$ cat src/rtl/serfifo_pkg.sv
package serfifo_pkg;

    typedef enum logic {
        DIR_RX = 1'b0,
        DIR_TX = 1'b1
    } fifo_dir_e;

    // Decoded operation for one cycle
    typedef struct packed {
        logic do_push;
        logic do_pop;
        logic drop;
    } fifo_op_t;

    function automatic fifo_op_t decode_op(
        input logic run,
        input logic en,
        input logic push,
        input logic pop,
        input logic full,
        input logic empty
    );
        fifo_op_t op;
        op.do_pop  = run & en & pop & ~empty;
        op.do_push = run & en & push & (~full | op.do_pop);
        op.drop    = run & en & push & full & ~op.do_pop;
        return op;
    endfunction

endpackage

$ cat src/rtl/serfifo_store.sv
module serfifo_store
    import serfifo_pkg::*;
#(
    parameter int WIDTH  = 8,
    parameter int DEPTH  = 16,
    parameter int CNT_W  = 5,
    parameter int ADDR_W = 4
) (
    input  logic             clk,
    input  logic             rst,
    input  logic             run,
    input  fifo_op_t         op,
    input  logic [WIDTH-1:0] wdata,
    output logic [WIDTH-1:0] rdata,
    output logic [CNT_W-1:0] count
);

    localparam logic [ADDR_W-1:0] LAST_SLOT = ADDR_W'(DEPTH - 1);

    logic [WIDTH-1:0]  slots [DEPTH];
    logic [ADDR_W-1:0] wr_ptr;
    logic [ADDR_W-1:0] rd_ptr;

    function automatic logic [ADDR_W-1:0] advance(input logic [ADDR_W-1:0] p);
        return (p == LAST_SLOT) ? '0 : p + 1'b1;
    endfunction

    always_ff @(posedge clk) begin
        if (op.do_push) begin
            slots[wr_ptr] <= wdata;
        end
    end

    always_ff @(posedge clk) begin
        if (rst) begin
            wr_ptr <= '0;
            rd_ptr <= '0;
            count  <= '0;
            rdata  <= '0;
        end else if (!run) begin
            wr_ptr <= '0;
            rd_ptr <= '0;
            count  <= '0;
        end else begin
            if (op.do_push) begin
                wr_ptr <= advance(wr_ptr);
            end
            if (op.do_pop) begin
                rd_ptr <= advance(rd_ptr);
                rdata  <= slots[rd_ptr];
            end
            count <= count + CNT_W'(op.do_push) - CNT_W'(op.do_pop);
        end
    end

endmodule

$ cat src/rtl/serfifo_thresh.sv
module serfifo_thresh
    import serfifo_pkg::*;
#(
    parameter int        CNT_W = 5,
    parameter fifo_dir_e DIR   = DIR_RX
) (
    input  logic             clk,
    input  logic             rst,
    input  logic             level_wr,
    input  logic [CNT_W-1:0] level_in,
    input  logic [CNT_W-1:0] count,
    input  logic             clr,
    output logic [CNT_W-1:0] level,
    output logic             flag
);

    logic hit;

    generate
        if (DIR == DIR_RX) begin : g_rx
            assign hit = (count >= level);
        end else begin : g_tx
            assign hit = (count <= level);
        end
    endgenerate

    always_ff @(posedge clk) begin
        if (rst) begin
            level <= '1;
        end else if (level_wr) begin
            level <= level_in;
        end
    end

    always_ff @(posedge clk) begin
        if (rst) begin
            flag <= 1'b0;
        end else if (clr) begin
            flag <= 1'b0;
        end else if (hit) begin
            flag <= 1'b1;
        end
    end

endmodule

$ cat src/rtl/serfifo_sticky.sv
module serfifo_sticky (
    input  logic clk,
    input  logic rst,
    input  logic set,
    input  logic clr,
    output logic q
);

    always_ff @(posedge clk) begin
        if (rst) begin
            q <= 1'b0;
        end else if (set) begin
            q <= 1'b1;
        end else if (clr) begin
            q <= 1'b0;
        end
    end

endmodule

$ cat src/rtl/serfifo_lvl.sv
module serfifo_lvl
    import serfifo_pkg::*;
#(
    parameter int        WIDTH = 8,
    parameter int        DEPTH = 16,
    parameter fifo_dir_e DIR   = DIR_RX,
    localparam int       CNT_W  = $clog2(DEPTH + 1),
    localparam int       ADDR_W = $clog2(DEPTH)
) (
    input  logic             clk,
    input  logic             rst,
    input  logic             fifo_run,
    input  logic             fifo_en,
    input  logic             push,
    input  logic [WIDTH-1:0] push_data,
    input  logic             pop,
    output logic [WIDTH-1:0] pop_data,
    output logic [CNT_W-1:0] fill_count,
    input  logic             level_wr,
    input  logic [CNT_W-1:0] level_in,
    output logic [CNT_W-1:0] level,
    input  logic             irq_en,
    input  logic             irq_clr,
    output logic             irq_flag,
    output logic             irq,
    input  logic             ovf_clr,
    output logic             ovf_flag
);

    fifo_op_t op;
    logic     full;
    logic     empty;

    assign full  = (fill_count == CNT_W'(DEPTH));
    assign empty = (fill_count == '0);
    assign op    = decode_op(fifo_run, fifo_en, push, pop, full, empty);

    serfifo_store #(
        .WIDTH (WIDTH),
        .DEPTH (DEPTH),
        .CNT_W (CNT_W),
        .ADDR_W(ADDR_W)
    ) u_store (
        .clk  (clk),
        .rst  (rst),
        .run  (fifo_run),
        .op   (op),
        .wdata(push_data),
        .rdata(pop_data),
        .count(fill_count)
    );

    serfifo_thresh #(
        .CNT_W(CNT_W),
        .DIR  (DIR)
    ) u_thresh (
        .clk     (clk),
        .rst     (rst),
        .level_wr(level_wr),
        .level_in(level_in),
        .count   (fill_count),
        .clr     (irq_clr),
        .level   (level),
        .flag    (irq_flag)
    );

    serfifo_sticky u_ovf (
        .clk(clk),
        .rst(rst),
        .set(op.drop),
        .clr(ovf_clr),
        .q  (ovf_flag)
    );

    assign irq = irq_flag & irq_en;

endmodule

$ cat config.mk
export PLATFORM = sky130hd
export DESIGN_NAME = serfifo_lvl
export DESIGN_NICKNAME = d
export VERILOG_FILES = /design/src/rtl/serfifo_pkg.sv /design/src/rtl/serfifo_store.sv /design/src/rtl/serfifo_thresh.sv /design/src/rtl/serfifo_sticky.sv /design/src/rtl/serfifo_lvl.sv
export SDC_FILE = /design/constraint.sdc
export NUM_CORES = 1
export LEC_CHECK = 0
export ABC_CLOCK_PERIOD_IN_PS = 8500
export CORE_MARGIN = 2
export CORE_UTILIZATION = 36
export DETAILED_ROUTE_END_ITERATION = 10
export PLACE_DENSITY = 0.61
export SLEW_MARGIN = 15
export SYNTH_ARGS = -nofsm -noshare
export SYNTH_HDL_FRONTEND = slang
export SYNTH_SLANG_ARGS = --single-unit
export TNS_END_PERCENT = 100
$ cat constraint.sdc
create_clock -name clk -period 8.5 [get_ports clk]
set_input_delay 1.7 -clock clk [delete_from_list [all_inputs] [get_ports clk]]
set_output_delay 1.7 -clock clk [all_outputs]
set_load 0.05 [all_outputs]
Word-level counts from Yosys, hierarchy flattened --
Memory sizes are Yosys's and may differ from the RTL's. A register that Yosys moved wholly into a read port is not among the register bits. Cells that the tools add are included. W data, S select, Z words.
Word-level totals: flip-flop bits (word level) 20, memory bits (writable) 128, input port bits 23, logic and storage cells 39, memories 1
Cells by class: add/subtract/negate cells 4, order comparisons 1, equality and inequality tests 3, mux-type cells 6, bitwise operators 13, reductions and logical operators 5
Memories:
- u_store.slots | words 16, width 8, read ports 1, clocked after memory_dff 1, write ports 1, RTL line serfifo_store.sv:20 | logic [WIDTH-1:0] slots [DEPTH];
Operators by type and width (number):
- $add A4 B1 Y4 const B | 2
- $and A1 B1 Y1 | 8
- $eq A4 B4 Y1 const B | 2
- $mux W4 | 2
- $add A5 B1 Y5 | 1
- $eq A5 B5 Y1 const B | 1
- $ge A5 B5 Y1 | 1
- $logic_not A5 Y1 | 1
- $sub A5 B1 Y5 | 1
- $mux W1 | 4
- $not A1 Y1 | 4
- $reduce_or A2 Y1 | 2
- $reduce_and A2 Y1 | 1
- $reduce_bool A2 Y1 | 1
- $or A1 B1 Y1 | 1

Depth between registers and ports, before layout --
Gate-level depths: netlist of run 1.
word-level depth 7, depth in mapped cells 16

Hierarchy --
From an unflattened synthesis of run 1, not the netlist that was laid out.
Unflattened totals: cell total of the unflattened synthesis 359, area total of the unflattened synthesis 6351.1 sq um
By module, submodules not included:
- serfifo_store | instances 1, cells each 313, area an instance 5936.9 sq um, sequential area each 4264.1 sq um
- serfifo_thresh | instances 1, cells each 35, area an instance 320.3 sq um, sequential area each 120.1 sq um
- serfifo_lvl | instances 1, cells each 7, area an instance 55.1 sq um, sequential area each 0.0 sq um
- serfifo_sticky | instances 1, cells each 4, area an instance 38.8 sq um, sequential area each 20.0 sq um

Least setup slack after synthesis of run 1 --
No wires, ideal clock.
kind input port to output port, from input irq_en, to output irq, data arrival time 2112 ps, required time 6800 ps, setup slack 4688 ps, stages 1, buffers on the path 0, path through and2_1
Between the ends: word-level cells in the longest chain between the ends 1
Ends and longest elaborated chain:
- start, declared | RTL line serfifo_lvl.sv:22 | input logic irq_en,
- $and A1 B1 Y1 | RTL line serfifo_lvl.sv:75 | assign irq = irq_flag & irq_en;
- end, declared | RTL line serfifo_lvl.sv:25 | output logic irq,
Every way passes these cells.

Worst setup path in the final report of run 1 --
Ends and elaborated chain as after synthesis.

==> results.toml, run 1 <==
[worst_setup_path]
start_kind = "primary input"
cp_cell_sequence = "clkdlybuf4s50_1 > and2_1 > clkdlybuf4s50_1"
end_kind = "primary output"
cpPeakStageDelay_ns = 0.81
worst-endpoint-required_ns = 6.80
rrSetupSlack_ns = 5.35
path_class = "primary input to primary output"
cp_common_cell = "clkdlybuf4s50_1"
slowest_stage = "clkdlybuf4s50_1"
reg2regPathDepth = 15
critPathMaxFanout = 1
critPathArrivalTime_ns = 3.09

[logic_synthesis]
synth_edf_count = 128
ys_top_cells_by_count = "edfxtp_1, nor2_1, dfxtp_1, mux2i_1, mux4_2"
ys_ff_latch = 156
yosysTopAreaCell = "edfxtp_1"
ys.flop_type = "edfxtp_1"
synth_top_family_by_area = "multiplexers"
yosysUniqueCellTypes = 43
synth_fa_ha_area_share_pct = 3.44
seq_area_frac_synth_pct = 68.8
syn_inst = 391
yosysMostFrequentCell = "edfxtp_1"
synth_xor_area_share_pct = 0.684
synth_area_leaders = "edfxtp_1, dfxtp_1, mux4_2"
synth_compound_area_share_pct = 6.58
yosysWarnings = 0
async_reset_ff_share_pct = 0
syn_area_per_cell_um2 = 16.4
synthMuxAreaShare_pct = 12.6
synth_nets = 431
synthesis.area_um2 = 6410
synthSimpleGateAreaFrac_pct = 4.98
synthDominantCellAreaShare_pct = 60.0

[drt]
antenna_left = 0
vias = 3482
wl_um = 13000
drt_iter0_drc = 196
dr.pass1.iters = 4
viasPerCell = 5.15
wl_per_cell_um = 19.2
drcViolationCount = 0

[min_path]
min_path_cells = 2
hold_path.class = "register to register"

[global_routing]
grt_antenna_before_repair = 0
grt_pass1_wl_um = 19800
grt_pass1_vias = 3456
overflow = 0
grt_max_degree = 45
gr-usage-all-layers_pct = 14.8

[flow_run]
max-cap-violations = 0

[clocking]
cts_hold_buf = 0
postCtsSetupBuffers = 0
insertion_delay_ns = 0.42
cts_tree = "yes"
root_buffer = "clkbuf_16"
cts_max_level = 4
cts_inserted_buffers = 17
cts_resized = 0
clk_pin_slew_ns = 0.06
clock-sinks = 156
clock_path_buffers = 2

[outcome]
outcome = "complete, no violations"

[layout]
area.growth.synth_to_final_pct = 19.5
regArea_um2 = 4410
multi_input_area_um2 = 1820
finalNetCount = 479
drive_above_1_share_pct = 15.1
antennaDiodeCount = 0
fill_cells = 1509

[placed_design]
port_buffers = 43
gp_congestion = 0.766
dp_hpwl_um = 8210

[floorplan]
die_h_um = 137
rows = 48
design.core.area_um2 = 17400
pin_count = 44
die_w_um = 137
initial_core_util_pct = 36.9
dieArea_um2 = 18900

[sta]
timing.final.crit_share_pct = 56.3
rsz0062_at_grt = "false"
max_freq_ghz = 0.209
setup_violations = 0
tightest_slew_ns = 0.987
max-slew-margin-rel_pct = 33.9
hold_viol_final = 0
whs_ns = 0.512
fin_skew_ns = 0.00659
finalSetupTns_ns = 0
slew_violations = 0
period_minus_slack_ns = 4.79

[pwr]
peakVddDrop_v = 0.000141
powerDensity_nw_per_um2 = 218
cellLeakagePower_uw = 0.00246
total_power_uw = 1670
==> where the power goes <==
part,leakage (µW),switching [µW],internal (µW)
logic,0.000796,36.2,22.7
clock network,0.000285,290,486
registers,0.00138,2.77,831
==> final cells by class <==
class	instances	share of cell area [%]
Tap cell	225	3.68
Sequential cell	156	57.6
Inverter	16	0.785
Multi-Input combinational cell	198	23.8
Timing Repair Buffer	50	6.31
Clock buffer	18	5.61
Clock inverter	13	2.29
==> worst max-delay path: cells and delay by family <==
kind | cells | cell delay, ns
buf+inv | 2 | 1.26
simple gates | 1 | 0.12
==> per-layer routing <==
metal  global-route usage (%)  routed length, µm  vias to the layer above  part of all wire (%)
li1                         -                  -                     1610                     -
met1                     20.0               6110                     1780                    47
met2                     23.2               6140                       79                    47
met3                     4.56                582                       13                   4.5
met4                     3.84                136                        0                   1.0
met5                        0                  0                        -                     0
==> metrics by stage <==
stage          instances  utilization, %  instance area (µm²)  setup WS [ns]
6_report             676            44.1                 7650           3.71
5_1_grt              676            44.1                 7650           3.68
4_1_cts              676            44.1                 7650           3.70
3_5_place_dp         645            40.6                 7050           3.71
3_3_place_gp         645            40.6                 7040           3.73
2_1_floorplan        391               -                 6410           4.69
==> worst paths after layout <==
kind / from / endpoint
worst max register to register: u_store.count[3] / u_store.count[4]
worst max-delay path: irq_en / irq
worst min register to register: u_thresh.level[1] / u_thresh.level[1]
worst min-delay path: u_thresh.level[1] / u_thresh.level[1]
==> state kept, by name (all words and copies together), names as in the netlist <==
register and count:
u_store.rd_ptr 4, u_store.wr_ptr 4, u_store.slots 128, u_store.rdata 8, u_store.count 5, u_thresh.level 5
u_thresh.flag 1, u_ovf.q 1
==> kinds of logic after synthesis <==
| group | after synthesis |
|---|---|
| AOI/OAI and AO/OA | 57 |
| muxes | 49 |
| adders and majority gates | 17 |
| and+or+nand+nor | 70 |
| xor gates and xnor gates | 5 |
| buffers and inverters | 37 |
| DFF | 156 |
==> cell usage in the layout, fill, tap and decap left out, types with 2 or more instances in the layout <==
cell             netlist  layout
o22ai_1                8       8
inv_1                 15      15
mux4_2                19      19
nor2b_1                2       2
o21ai_0                9       9
a311oi_2               8       8
clkdlybuf4s50_1        0      43
ha_1                  16      16
or3b_1                 2       2
mux2i_1               25      25
a41oi_1                2       2
clkinv_2               0       3
bufinv_16              0       4
buf_4                  3       7
edfxtp_1             128     128
o211ai_1               4       4
xor2_1                 4       4
a21oi_1               18      18
nand2_1               15      15
nor3_1                10       9
nor2_1                31      31
clkinvlp_4             0       3
clkbuf_16              0      17
mux4_1                 5       5
dfxtp_1               28      27
nand2b_1               4       4
No activity file was read; power rests on OpenSTA's default activity.
==> run 2, diff against run 1 <==
--- a/config.mk
+++ b/config.mk
@@ -5,11 +5,11 @@
 export SDC_FILE = /design/constraint.sdc
 export NUM_CORES = 1
 export LEC_CHECK = 0
-export ABC_CLOCK_PERIOD_IN_PS = 8500
+export ABC_CLOCK_PERIOD_IN_PS = 4400
 export CORE_MARGIN = 2
 export CORE_UTILIZATION = 36
 export DETAILED_ROUTE_END_ITERATION = 10
-export PLACE_DENSITY = 0.61
+export PLACE_DENSITY = 0.63
 export SLEW_MARGIN = 15
 export SYNTH_ARGS = -nofsm -noshare
 export SYNTH_HDL_FRONTEND = slang
==> constraint.sdc (replaced) <==
create_clock -name clk -period 4.4 [get_ports clk]
set_input_delay 0.88 -clock clk [delete_from_list [all_inputs] [get_ports clk]]
set_output_delay 0.88 -clock clk [all_outputs]
set_load 0.05 [all_outputs]
==> run 2 against run 1 <==
Combinational power increased by 92%. Utilization grew 0.17 points. Total power grew 90%.
==> results.toml, run 2 (synthesized netlist as in run 1, its figures left out) <==
[sta]
finalSetupTns_ns = 0
hold_viol_final = 0
slew_violations = 0
max-slew-margin-rel_pct = 37.2
tightest_slew_ns = 0.939
setup_violations = 0
rsz0062_at_grt = "false"
fin_skew_ns = 0.00600
timing.final.crit_share_pct = 71.4
period_minus_slack_ns = 3.14
max_freq_ghz = 0.318

[floorplan]
rows = 48
initial_core_util_pct = 36.9
die_h_um = 137
die_w_um = 137
design.core.area_um2 = 17400
dieArea_um2 = 18900
pin_count = 44

[worst_setup_path]
slowest_stage = "clkdlybuf4s50_1"
end_kind = "primary output"
path_delay_family = "buffers and inverters"
cp_common_cell = "clkdlybuf4s50_1"
path_buf_inv = 2
cp_cell_sequence = "clkdlybuf4s50_1 > and2_1 > clkdlybuf4s50_1"
critPathArrivalTime_ns = 2.26
path_class = "primary input to primary output"
worst-endpoint-required_ns = 3.52
critPathMaxFanout = 1
start_kind = "primary input"
cpPeakStageDelay_ns = 0.81

[placed_design]
dp_hpwl_um = 8430
gp_congestion = 0.756
port_buffers = 43
placed_area_um2 = 7070

[pwr]
powerDensity_nw_per_um2 = 412
cellLeakagePower_uw = 0.00250
peakVddDrop_v = 0.000291

[global_routing]
gr-usage-all-layers_pct = 14.8
grt_pass1_vias = 3565
grt_pass1_wl_um = 20100
overflow = 0
grt_max_degree = 28
grt_antenna_before_repair = 0

[layout]
drive_above_1_share_pct = 16.2
area.growth.synth_to_final_pct = 19.9
antennaDiodeCount = 0
largest-register = "u_store.slots"
final_common_cell = "edfxtp_1"
largest_register_ff_count = 128
stdcell_area_um2 = 7680
finalNetCount = 483
reg_top3 = "u_store.slots (128), u_store.rdata (8)"
fill_cells = 1487
final_cell_mix = "edfxtp_1, clkdlybuf4s50_1, nor2_1"

[clocking]
cts_inserted_buffers = 17
cts_tree = "yes"
insertion_delay_ns = 0.42
cts_hold_buf = 0
root_buffer = "clkbuf_16"
clock-sinks = 156
cts_max_level = 4
clock_path_buffers = 2
clk_pin_slew_ns = 0.06
postCtsSetupBuffers = 0
cts_resized = 0

[drt]
wl_per_cell_um = 18.8
dr.pass1.iters = 4
wl_um = 12800
drt_iter0_drc = 232
drcViolationCount = 0
vias = 3490
antenna_left = 0
viasPerCell = 5.12

[outcome]
outcome = "complete, no violations"

[flow_run]
max-cap-violations = 0

[min_path]
hold_path.class = "register to register"
==> run 2: worst paths after layout <==
kind                        to  slack [ns]  cells past startpoint         startpoint
max                        irq        1.26                      3             irq_en
min          u_thresh.level[1]        0.52                      2  u_thresh.level[1]
max reg2reg   u_store.count[4]        1.29                     15   u_store.count[2]
min reg2reg  u_thresh.level[1]        0.52                      2  u_thresh.level[1]
==> run 2: per-stage QoR <==
| step | worst slack [ns] | power (µW) | utilization, % | hold slack (ns) | instances |
|---|---|---|---|---|---|
| floorplan | 1.29 | 1690 | - | 0.584 | 391 |
| global placement | 1.07 | 1750 | 40.8 | 0.500 | 649 |
| detailed placement | 0.995 | 1760 | 40.8 | 0.511 | 649 |
| CTS | 1.25 | 3200 | 44.3 | 0.522 | 681 |
| global route | 1.06 | 3280 | 44.3 | 0.574 | 681 |
| finish | 1.26 | 3170 | 44.3 | 0.523 | 681 |
==> run 2: routing by layer <==
metal / global-route usage (%) / wire (µm) / vias up
met5: 0 / 0 / -
met4: 5.38 / 129 / 0
met3: 4.75 / 537 / 8
met2: 23.7 / 6290 / 78
met1: 18.9 / 5830 / 1784
li1: - / - / 1620
==> run 2: power by group <==
group / total [µW] / leakage [µW] / internal (µW) / switching (µW)
sequential: 1610 / 0.00138 / 1600 / 5.98
combinational: 113 / 0.000813 / 44.3 / 68.6
clock: 1440 / 0.000308 / 893 / 551
total: 3170 / 0.00250 / 2540 / 626
==> run 2: worst register-to-register path: cells and delay by family, from the launching register on <==
kind / cells / cell delay, ns
buffers and inverters: 5 / 0.48
AOI/OAI and AO/OA: 3 / 0.56
DFF: 1 / 0.36
and+or+nand+nor: 3 / 0.81
adders and majority gates: 4 / 0.84
==> run 2: cell type report <==
| cell class | instances | area [µm²] | area share [%] |
|---|---|---|---|
| inverters | 16 | 60.1 | 0.782 |
| clock buffers | 26 | 567 | 7.38 |
| multi-input cells | 198 | 1810 | 23.6 |
| well taps | 225 | 282 | 3.66 |
| repair buffers | 54 | 513 | 6.68 |
| flip-flops and latches | 156 | 4410 | 57.4 |
| clock inverters | 6 | 40.0 | 0.521 |
==> run 3, diff against run 2 <==
--- a/config.mk
+++ b/config.mk
@@ -5,11 +5,11 @@
 export SDC_FILE = /design/constraint.sdc
 export NUM_CORES = 1
 export LEC_CHECK = 0
-export ABC_CLOCK_PERIOD_IN_PS = 4400
+export ABC_CLOCK_PERIOD_IN_PS = 3230
 export CORE_MARGIN = 2
 export CORE_UTILIZATION = 36
 export DETAILED_ROUTE_END_ITERATION = 10
-export PLACE_DENSITY = 0.63
+export PLACE_DENSITY = 0.61
 export SLEW_MARGIN = 15
 export SYNTH_ARGS = -nofsm -noshare
 export SYNTH_HDL_FRONTEND = slang
==> constraint.sdc (replaced) <==
create_clock -name clk -period 3.23 [get_ports clk]
set_input_delay 0.646 -clock clk [delete_from_list [all_inputs] [get_ports clk]]
set_output_delay 0.646 -clock clk [all_outputs]
set_load 0.05 [all_outputs]
==> run 3 against run 2 <==
Count of clock-buffer cells in the layout shrank 6. Hold slack better by 0.015 ns. Via count rose by 0.92%. Utilization rose by 0.065 points. Critical path type is now register to register.
==> results.toml, run 3 (synthesized netlist as in run 1, its figures left out) <==
[clocking]
cts_max_level = 4
postCtsSetupBuffers = 0
clock_path_buffers = 2
insertion_delay_ns = 0.42
cts_inserted_buffers = 17
cts_tree = "yes"
root_buffer = "clkbuf_16"
cts_resized = 0
clock-sinks = 156
clk_pin_slew_ns = 0.06
cts_hold_buf = 0

[global_routing]
gr-usage-all-layers_pct = 14.4
grt_antenna_before_repair = 0
grt_pass1_wl_um = 19500
overflow = 0
grt_pass1_vias = 3408
grt_max_degree = 31

[drt]
vias = 3522
wl_per_cell_um = 18.3
drt_iter0_drc = 218
dr.pass1.iters = 4
viasPerCell = 5.09
wl_um = 12700
antenna_left = 0
drcViolationCount = 0

[worst_setup_path]
critPathArrivalTime_ns = 3.24
path_buf_inv = 5
end_kind = "register"
path_class = "register to register"
critPathMaxFanout = 5
regToRegStartpoint = "u_store.count[3]"
slowest_stage = "or3b_1"
rrSetupSlack_ns = 0.34
path_delay_family = "simple AND/OR/NAND/NOR gates"
reg2reg_to = "u_store.count[4]"
cp_common_cell = "inv_1"
cp_cell_sequence = "inv_1 > ha_1 > or3b_1 > o2111ai_2 > inv_2 > ha_1 > inv_1 > ha_1 > inv_1 > fa_1 > inv_1 > a21oi_1 > nor2_1 > or3_1 > a21oi_1"
cpPeakStageDelay_ns = 0.40
worst-endpoint-required_ns = 3.57
start_kind = "register"
reg2regPathDepth = 15

[floorplan]
design.core.area_um2 = 17400
die_h_um = 137
pin_count = 44
dieArea_um2 = 18900
rows = 48
initial_core_util_pct = 36.9
die_w_um = 137

[sta]
setup_violations = 0
max-slew-margin-rel_pct = 45.1
whs_ns = 0.538
rsz0062_at_grt = "false"
fin_skew_ns = 0.00820
finalSetupTns_ns = 0
period_minus_slack_ns = 2.89
hold_viol_final = 0
slew_violations = 0
tightest_slew_ns = 0.823
fin_ws_ns = 0.337
timing.final.crit_share_pct = 89.6
max_freq_ghz = 0.346

[layout]
largest_register_ff_count = 128
area.growth.synth_to_final_pct = 20.1
final_cell_mix = "edfxtp_1, clkdlybuf4s50_1, nor2_1"
largest-register = "u_store.slots"
finalNetCount = 494
final_common_cell = "edfxtp_1"
reg_top3 = "u_store.slots (128), u_store.rdata (8)"
antennaDiodeCount = 0
drive_above_1_share_pct = 17.1

[min_path]
min_path_cells = 2
hold_path.class = "register to register"
min_to = "u_thresh.level[4]"
min_from = "u_thresh.level[4]"

[pwr]
cellLeakagePower_uw = 0.00250
powerDensity_nw_per_um2 = 538
total_power_uw = 4140
peakVddDrop_v = 0.000338

[outcome]
outcome = "complete, no violations"

[placed_design]
gp_congestion = 0.786
port_buffers = 43
pre_cts_slack_ns = 0.302
dp_hpwl_um = 8540

[flow_run]
max-cap-violations = 0
run 3: tightest hold or removal path: stages, from the launching register on:
cell and delay, ns:
dfxtp_1 0.32, inv_1 0.08, o211ai_1 0.09
run 3: how the worst max path moves through the flow:
stage	from	end	cells past startpoint
after floorplan	u_store.count[3]	u_store.count[4]	16
after global placement	fifo_run	u_store.count[4]	13
after detailed placement	fifo_run	u_store.count[4]	13
after CTS	u_store.count[3]	u_store.count[4]	15
after global routing	u_store.count[2]	u_store.count[4]	15
final	u_store.count[3]	u_store.count[4]	15
run 3: report_power, final:
part / internal (µW) / switching, µW
registers: 2190 / 7.74
clock network: 1050 / 742
logic: 60.8 / 95.9
run 3: through the flow:
step | cell area [µm²] | cells | util, %
floorplan | 6410 | 391 | -
global placement | 7160 | 660 | 41.2
detailed placement | 7160 | 660 | 41.2
CTS | 7690 | 692 | 44.3
global route | 7690 | 692 | 44.3
finish | 7690 | 692 | 44.3
run 3: layout make-up:
cell class | count | area, µm²
Clock buffer | 20 | 437
Clock inverter | 12 | 100
Fill cell | 1516 | 9660
Inverter | 16 | 60.1
Multi-Input combinational cell | 198 | 1810
Sequential cell | 156 | 4410
Tap cell | 225 | 282
Timing Repair Buffer | 65 | 596
run 3: routing by layer:
metal	part of all wire [%]	track usage [%]
met5	0	0
met4	1.1	4.12
met3	4.3	4.01
met2	48	22.7
met1	47	19.5
